`src/rtl/cbv_pkg.sv`:
```
package cbv_pkg;
  typedef struct packed {
    logic listWr;
    logic dcvWr;
    logic capture;
  } cbvStrobes_t;
endpackage

```
`src/rtl/cbv_ctrl.sv`:
```
module cbv_ctrl
  import cbv_pkg::*;
(
  input  logic        clk,
  input  logic        rst_n,
  input  logic        cfgListWe,
  input  logic        cfgDcvWe,
  input  logic        lookupValid,
  output cbvStrobes_t strobes,
  output logic        outValid
);
  logic cfgBusy;

  always_comb begin
    cfgBusy         = cfgListWe | cfgDcvWe;
    strobes.listWr  = cfgListWe;
    strobes.dcvWr   = cfgDcvWe;
    strobes.capture = lookupValid & ~cfgBusy;
  end

  always_ff @(posedge clk) begin
    if (!rst_n) outValid <= 1'b0;
    else        outValid <= strobes.capture;
  end

  // a lookup colliding with a configuration write is dropped
  a_r6_write_blocks: assert property (@(posedge clk) disable iff (!rst_n)
    (lookupValid && (cfgListWe || cfgDcvWe)) |=> !outValid);
  // an uncontested lookup is answered one cycle later
  a_r2_latency: assert property (@(posedge clk) disable iff (!rst_n)
    (lookupValid && !cfgListWe && !cfgDcvWe) |=> outValid);
  a_r2_no_spurious: assert property (@(posedge clk) disable iff (!rst_n)
    !lookupValid |=> !outValid);
endmodule

```
`src/rtl/cbv_datapath.sv`:
```
module cbv_datapath
  import cbv_pkg::*;
#(
  parameter int NUM_RULES = 12,
  parameter int MOP       = 5,
  parameter int REGIONS   = 4,
  localparam int ADDR_W   = (REGIONS > 1) ? $clog2(REGIONS) : 1,
  localparam int SLOT_W   = (MOP > 1) ? $clog2(MOP) : 1,
  localparam int RULE_W   = $clog2(NUM_RULES + 1),
  localparam int ENTRY_W  = ADDR_W + MOP
) (
  input  logic                 clk,
  input  logic                 rst_n,
  input  cbvStrobes_t          strobes,
  input  logic [ADDR_W-1:0]    cfgRegion,
  input  logic [SLOT_W-1:0]    cfgSlot,
  input  logic [RULE_W-1:0]    cfgRuleNum,
  input  logic [NUM_RULES-1:0] cfgDcv,
  input  logic [ENTRY_W-1:0]   lookupEntry,
  output logic [NUM_RULES-1:0] outVector
);
  logic [RULE_W-1:0]    listTbl [REGIONS][MOP];
  logic [NUM_RULES-1:0] dcvReg;
  logic [ADDR_W-1:0]    lkRegion;
  logic [MOP-1:0]       lkCvec;
  logic                 lkRegionOk;
  logic [NUM_RULES-1:0] slotMask [MOP];
  logic [NUM_RULES-1:0] expanded;

  assign lkRegion   = lookupEntry[ENTRY_W-1 -: ADDR_W];
  assign lkCvec     = lookupEntry[MOP-1:0];
  assign lkRegionOk = 32'(lkRegion) < REGIONS;

  // index table and don't-care storage
  always_ff @(posedge clk) begin
    if (!rst_n) begin
      for (int r = 0; r < REGIONS; r++)
        for (int s = 0; s < MOP; s++)
          listTbl[r][s] <= '0;
      dcvReg <= '0;
    end else begin
      if (strobes.listWr && (32'(cfgSlot) < MOP) && (32'(cfgRegion) < REGIONS))
        listTbl[cfgRegion][cfgSlot] <= cfgRuleNum;
      if (strobes.dcvWr)
        dcvReg <= cfgDcv;
    end
  end

  // one decoder per compressed bit; compressed bit 1 is the MSB -> slot 0
  for (genvar s = 0; s < MOP; s++) begin : g_slot
    logic              slotBit;
    logic [RULE_W-1:0] slotRule;
    assign slotBit  = lkCvec[MOP-1-s] & lkRegionOk;
    assign slotRule = lkRegionOk ? listTbl[lkRegion][s] : '0;
    always_comb begin
      for (int n = 1; n <= NUM_RULES; n++)
        slotMask[s][NUM_RULES-n] = slotBit && (32'(slotRule) == n);
    end
  end

  always_comb begin
    expanded = dcvReg;
    for (int s = 0; s < MOP; s++)
      expanded = expanded | slotMask[s];
  end

  always_ff @(posedge clk) begin
    if (!rst_n)               outVector <= '0;
    else if (strobes.capture) outVector <= expanded;
  end

  // without an accepted lookup the output holds
  a_r6_hold: assert property (@(posedge clk) disable iff (!rst_n)
    !strobes.capture |=> $stable(outVector));
  // every wildcarded rule appears in the result
  a_r4_dcv_kept: assert property (@(posedge clk) disable iff (!rst_n)
    strobes.capture |=> ((outVector & $past(dcvReg)) == $past(dcvReg)));
  // an empty compressed vector yields the don't-care vector alone
  a_r5_empty_cvec: assert property (@(posedge clk) disable iff (!rst_n)
    (strobes.capture && lkCvec == '0) |=> (outVector == $past(dcvReg)));
  // each lookup adds at most MOP rules beyond the wildcards
  a_r4_bounded: assert property (@(posedge clk) disable iff (!rst_n)
    strobes.capture |=> ($countones(outVector & ~$past(dcvReg)) <= MOP));
endmodule

```
`src/rtl/cbv_expander.sv`:
```
module cbv_expander
  import cbv_pkg::*;
#(
  parameter int NUM_RULES = 12,
  parameter int MOP       = 5,
  parameter int REGIONS   = 4,
  localparam int ADDR_W   = (REGIONS > 1) ? $clog2(REGIONS) : 1,
  localparam int SLOT_W   = (MOP > 1) ? $clog2(MOP) : 1,
  localparam int RULE_W   = $clog2(NUM_RULES + 1),
  localparam int ENTRY_W  = ADDR_W + MOP
) (
  input  logic                 clk,
  input  logic                 rst_n,
  input  logic                 cfgListWe,
  input  logic [ADDR_W-1:0]    cfgRegion,
  input  logic [SLOT_W-1:0]    cfgSlot,
  input  logic [RULE_W-1:0]    cfgRuleNum,
  input  logic                 cfgDcvWe,
  input  logic [NUM_RULES-1:0] cfgDcv,
  input  logic                 lookupValid,
  input  logic [ENTRY_W-1:0]   lookupEntry,
  output logic                 outValid,
  output logic [NUM_RULES-1:0] outVector
);
  cbvStrobes_t strobes;

  cbv_ctrl i_ctrl (
    .clk        (clk),
    .rst_n      (rst_n),
    .cfgListWe  (cfgListWe),
    .cfgDcvWe   (cfgDcvWe),
    .lookupValid(lookupValid),
    .strobes    (strobes),
    .outValid   (outValid)
  );

  cbv_datapath #(
    .NUM_RULES(NUM_RULES),
    .MOP      (MOP),
    .REGIONS  (REGIONS)
  ) i_datapath (
    .clk        (clk),
    .rst_n      (rst_n),
    .strobes    (strobes),
    .cfgRegion  (cfgRegion),
    .cfgSlot    (cfgSlot),
    .cfgRuleNum (cfgRuleNum),
    .cfgDcv     (cfgDcv),
    .lookupEntry(lookupEntry),
    .outVector  (outVector)
  );
endmodule

```
`config.mk`:
```
export PLATFORM = sky130hd
export DESIGN_NAME = cbv_expander
export DESIGN_NICKNAME = d
export VERILOG_FILES = /design/src/rtl/cbv_pkg.sv /design/src/rtl/cbv_ctrl.sv /design/src/rtl/cbv_datapath.sv /design/src/rtl/cbv_expander.sv
export SDC_FILE = /design/constraint.sdc
export NUM_CORES = 1
export LEC_CHECK = 0
export ABC_CLOCK_PERIOD_IN_PS = 4450
export CAP_MARGIN = 10
export CORE_UTILIZATION = 63
export DETAILED_ROUTE_END_ITERATION = 16
export PLACE_DENSITY = 0.86
export SYNTH_ARGS = -nofsm -noshare
export SYNTH_HDL_FRONTEND = slang
export SYNTH_HIERARCHICAL = 1
export SYNTH_SLANG_ARGS = --single-unit
export TNS_END_PERCENT = 30
```
`constraint.sdc`:
```
create_clock -name clk -period 4.45 [get_ports clk]
set_input_delay 0.6675 -clock clk [delete_from_list [all_inputs] [get_ports clk]]
set_output_delay 0.6675 -clock clk [all_outputs]
set_load 0.02 [all_outputs]
```
# After elaboration in Yosys (flattened, before gate mapping)
# Memory sizes are Yosys's and may differ from the RTL's.
# Index checks and enable logic that the tools add are counted.
# Widths: inputs -> output; s select.
[classes]
bitwise_logic = 9
magnitude_cmp = 3
n_eq_ne = 60
n_mux = 9
reduce_logical = 63
[op_table]
columns = ["cell", "n"]
rows = [
  ["$eq 4x4->1 const B", 25],
  ["$eq 4x3->1 const B", 20],
  ["$logic_and 1x1->1", 62],
  ["$mux 20", 3],
  ["$or 12x12->12", 5],
  ["$eq 4x2->1 const B", 10],
  ["$eq 4x1->1 const B", 5],
  ["$reduce_or 20->1", 1],
  ["$demux 4 s3", 1],
  ["$ge 4x4->1 const B", 1],
  ["$lt 4x1->1 const B", 1],
  ["$mux 4", 1],
  ["$not 3->4", 1],
  ["$lt 3x3->1 const B", 1],
  ["$mux 1", 3],
  ["$mux 2", 1],
  ["$and 1x1->1", 1],
  ["$not 1->1", 1],
  ["$or 1x1->1", 1],
]
[totals]
ram_bits = 80
memories = 1
out_inout_bits = 13
in_bits = 33
elab_cells = 148
regBits = 25
[memory_table]
columns = ["memory", "words", "word_bits", "read_ports", "rd_ports_with_merged_regs", "wr", "line_no", "rtl"]
rows = [
  ["i_datapath.listTbl", 4, 20, 1, 0, 4, "cbv_datapath.sv:22", "logic [RULE_W-1:0] listTbl [REGIONS][MOP];"],
]

# Longest topological paths before layout
[logic_depth]
depth_word = 8
ltp_mapped = 8
ltp_nobuf = 5

# Cells and area by module
# Netlist, hierarchy kept.
[modules_own_cells]
columns = ["mod", "seq_area_each_um2", "area_each_um2", "instances", "cells_per_inst"]
rows = [
  ["cbv_datapath", 2882.8, 5378.9, 1, 466],
  ["cbv_ctrl", 20.0, 55.1, 1, 5],
]

# Worst setup path before layout
# No wires, ideal clock.
[synth_path]
path_kind = "input to register"
start = "input port lookupEntry[6]"
end = "register i_datapath.outVector[7]"
arrival_ns = 2.140
stages = 7
required_ns = 4.308
setup_ns = 0.142
slack_ns = 2.168
path_buffers = 2
path_cell_list = "buf_2 -> buf_4 -> mux2i_1 -> o22a_1 -> nor3_1 -> a2111oi_1 -> a41oi_1"
[synth_via]
elab_chain_cells = 8
word_cells_on_any_way = 16
classes_between = "eq/ne: 5; bitwise: 5; reduce/logical: 5; memory: 1"
[synth_rtl]
columns = ["item", "line_no", "rtl"]
rows = [
  ["start: declaration", "cbv_expander.sv:21", "input logic [ENTRY_W-1:0] lookupEntry,"],
  ["$mem_v2 4x20 *", "n/a", ""],
  ["$eq 4x3->1", "cbv_datapath.sv:57", "slotMask[s][NUM_RULES-n] = slotBit && (32'(slotRule) == n);"],
  ["$logic_and 1x1->1", "cbv_datapath.sv:57", ""],
  ["$or 12x12->12 (4 in a row)", "cbv_datapath.sv:64", "expanded = expanded | slotMask[s];"],
  ["$or 12x12->12 *", "cbv_datapath.sv:64", ""],
  ["end signal: assignment", "cbv_datapath.sv:69", "else if (strobes.capture) outVector <= expanded;"],
  ["end: declaration", "cbv_datapath.sv:20", "output logic [NUM_RULES-1:0] outVector"],
]
# Mark *: on every way between the ends. The rest lies on a longest branch, timed or not.
# A chain may end at the register's enable or synchronous reset.

# Worst setup path in the final report
[layout_path]
start = "input port lookupEntry[5]"
end = "register i_datapath.outVector[3]"
[layout_via]
elab_chain_cells = 8
word_cells_on_any_way = 16
classes_between = "eq/ne: 5; bitwise: 5; reduce/logical: 5; memory: 1"
[layout_rtl]
columns = ["item", "line_no"]
rows = [
  ["$mem_v2 4x20 *", "n/a"],
  ["$eq 4x4->1", "cbv_datapath.sv:57"],
  ["$logic_and 1x1->1", "cbv_datapath.sv:57"],
  ["$or 12x12->12 (4 in a row)", "cbv_datapath.sv:64"],
  ["$or 12x12->12 *", "cbv_datapath.sv:64"],
]
# Marked as above.

==> flow_summary.ini <==
[route]
vias_per_cell = 6.093
drt-total-wl_um = 12540
routed-wl-met3_um = 733
met1Wirelength_um = 5193
route.detailed.drc = 0
drtIter0Drc = 270
routed-wl-met2_um = 6401
routed.top_layer = met4
post_drt_wl_per_cell_um = 20.46
antenna_left = 0
first_pass_iters = 7
vias = 3735

[setup_path]
reg2reg_depth = 4
arrival_ns = 3.46
crit_chain = clkdlybuf4s50_1 > buf_4 > mux4_2 > nor2b_4 > a2111oi_0 > a21oi_1
r2r_slack_ns = 2.33
crit_path_top_delay_cell = clkdlybuf4s50_1
cp-start-kind = input port
r2r_end = i_datapath/outVector[5]$_SDFFE_PN0P_
cp_max_fo = 17
r2r_start = i_datapath/listTbl[3][6]$_SDFFCE_PN0P_
end_kind = register
slowest_delay_ns = 0.79
crit_required_ns = 4.68
worstSetupPathType = in -> reg

[synth]
synthesis.nets = 504
ys_types = 38
async_flop_share_pct = 0
yosysSeqAreaShare_pct = 53.42
synth_flop_cell = edfxtp_1
synth_edf_count = 80
netlist_area_um2 = 5434
synth.avg_cell_area_um2 = 11.54
yosys_warnings = 6
synthCells = 471
ys_seq_elements = 105

[sta]
final_hold_viol_count = 0
setup_viol = 0
fmax_ghz = 0.3096
max_slew_margin_pct = 47.97
drv_slew = 0
min_period_ns = 3.230
finClkSkew_ns = 0.01841
tns_ns = 0
fin_crit_sh_pct = 72.58
rsz0062_at_grt = false
tightest_slew_ns = 0.7781

[clocking]
cts-resized-gates = 0
cts_tree = done
cts_hold_buffers = 0
numCtsBuffers = 9
cts_htree_levels = 3
cts_buffer_depth = 2
worstSkewPairLatency_ns = 0.37
cts_sinks = 105
clk_pin_slew_ns = 0.11
post_cts_buffers = 0
cts-root-buf = clkbuf_8

[placement]
gp_congestion = 1.042
port_buffers = 45
hpwl_um = 9285

[global_route]
grt_pass1_wl_um = 19350
overflow = 0
grt_max_degree = 43
grt_antenna_before_repair = 0
grt_usage_pct = 29.86
grt_pass1_vias = 3684

[hold_path]
hold_end = i_datapath/outVector[7]$_SDFFE_PN0P_
hold_path.class = reg -> reg
hp-start = i_datapath/dcvReg[7]$_SDFFE_PN0P_
min_path_cells = 2

[pwr]
power_leakage_nw = 2.123
swShare_pct = 26.48
power_switching_mw = 0.5225
p_seq_share_pct = 57.0
clockPowerShare_pct = 28.9
power.total_mw = 1.973
max-vdd-ir-drop_mv = 0.2124
internal_power_mw = 1.451
power_frac_comb_pct = 14.1
power_density_nw_per_um2 = 324.6

[die]
die_w_um = 94.87
initial_core_util_pct = 65.48
io_pins = 46
die-area_um2 = 9000
core_um2 = 8299
std_cell_rows = 33
die_y_um = 94.87

[layout]
antenna_cells = 0
areaGrowthSynthToFinish_pct = 11.88
layout_commonest_cell = and2_1
finalNetCount = 536
drive_gt1_share_pct = 8.071
layout_common_cells = 85 x and2_1, 80 x edfxtp_1, 45 x clkdlybuf4s50_1

[outcome]
status = finished, final reports clean

[flow_run]
maxCapViolations = 0
-- sequential cells by signal, indices dropped and copies added (netlist names) --
register,count
i_datapath/outVector,12
i_datapath/dcvReg,12
i_ctrl/outValid,1
i_datapath/listTbl,80
-- power by group through the flow --
stage	Sequential (mW)	Clock, mW	Combinational (mW)
after global placement	1.15	0	0.265
after CTS	1.13	0.580	0.275
after floorplan	1.14	0	0.182
final	1.13	0.570	0.278
after global routing	1.13	0.610	0.299
after detailed placement	1.15	0	0.274
-- layout make-up --
class / instances / area, µm²
clock buffer: 11 / 141.4
inverter: 5 / 18.77
tap: 105 / 131.4
sequential: 105 / 2903
multi-input combinational: 332 / 2349
fill: 578 / 2220
clock inverter: 5 / 48.80
timing repair buffer: 50 / 488.0
-- stage by stage --
step           setup WS (ns)  hold WS [ns]  util, %  area [µm²]  cells
2_1_floorplan          2.168        0.4645        -        5434    471
3_3_place_gp          0.9262        0.4833    70.96        5889    597
3_5_place_dp          0.8629        0.5006    70.96        5889    597
4_1_cts                1.253        0.5209    73.25        6080    613
5_1_grt                1.134        0.5607    73.25        6080    613
6_report               1.220        0.5223    73.25        6080    613
-- per-layer routing --
metal / track usage (%) / vias to the layer above
li1: - / 1788
met1: 38.50 / 1786
met2: 51.26 / 142
met3: 4.992 / 19
met4: 9.722 / 0
met5: 0 / -
-- critical path: cells and delay by family --
kind | cells | cell delay [ns]
buffers and inverters | 2 | 1.15
multiplexers | 1 | 0.61
AO/OA/AOI/OAI | 2 | 0.84
AND/OR/NAND/NOR | 1 | 0.18
-- cell families (layout without fill, tap and decap cells) --
group,Yosys count,in the layout,synth area share (%)
flip-flops,105,105,53.42
AO/OA/AOI/OAI,68,68,8.520
AND/OR/NAND/NOR,224,224,24.08
buffers and inverters,34,71,3.361
multiplexers,40,40,10.61
-- how the worst max path moves through the flow --
stage                              start                                    to  slack, ns  depth (start not counted)
after floorplan           lookupEntry[6]  i_datapath/outVector[7]$_SDFFE_PN0P_       2.17                          7
after global placement    lookupEntry[5]  i_datapath/outVector[3]$_SDFFE_PN0P_       0.93                          6
after detailed placement  lookupEntry[5]  i_datapath/outVector[3]$_SDFFE_PN0P_       0.86                          6
after CTS                 lookupEntry[5]  i_datapath/outVector[3]$_SDFFE_PN0P_       1.25                          6
after global routing      lookupEntry[5]  i_datapath/outVector[3]$_SDFFE_PN0P_       1.13                          6
final                     lookupEntry[5]  i_datapath/outVector[3]$_SDFFE_PN0P_       1.22                          6
-- synthesized netlist by cell type (5+ instances only) --
library cell / number / share of area [%]
a21oi_1: 12 / 1.1
dfxtp_1: 25 / 9.2
a211oi_1: 5 / 0.69
and2_1: 85 / 9.8
mux4_2: 14 / 5.8
nor2_1: 23 / 1.6
nor3b_1: 8 / 1.1
a2111oi_0: 6 / 0.97
nand2b_1: 21 / 2.4
nor3_1: 39 / 3.6
o21ai_0: 27 / 2.5
nand2_1: 13 / 0.90
o22a_1: 5 / 0.81
mux2i_1: 25 / 4.6
nor2b_1: 22 / 2.5
clkbuf_1: 19 / 1.3
a2111oi_1: 6 / 1.1
edfxtp_1: 80 / 44
Power figures use the tool's default switching activity.
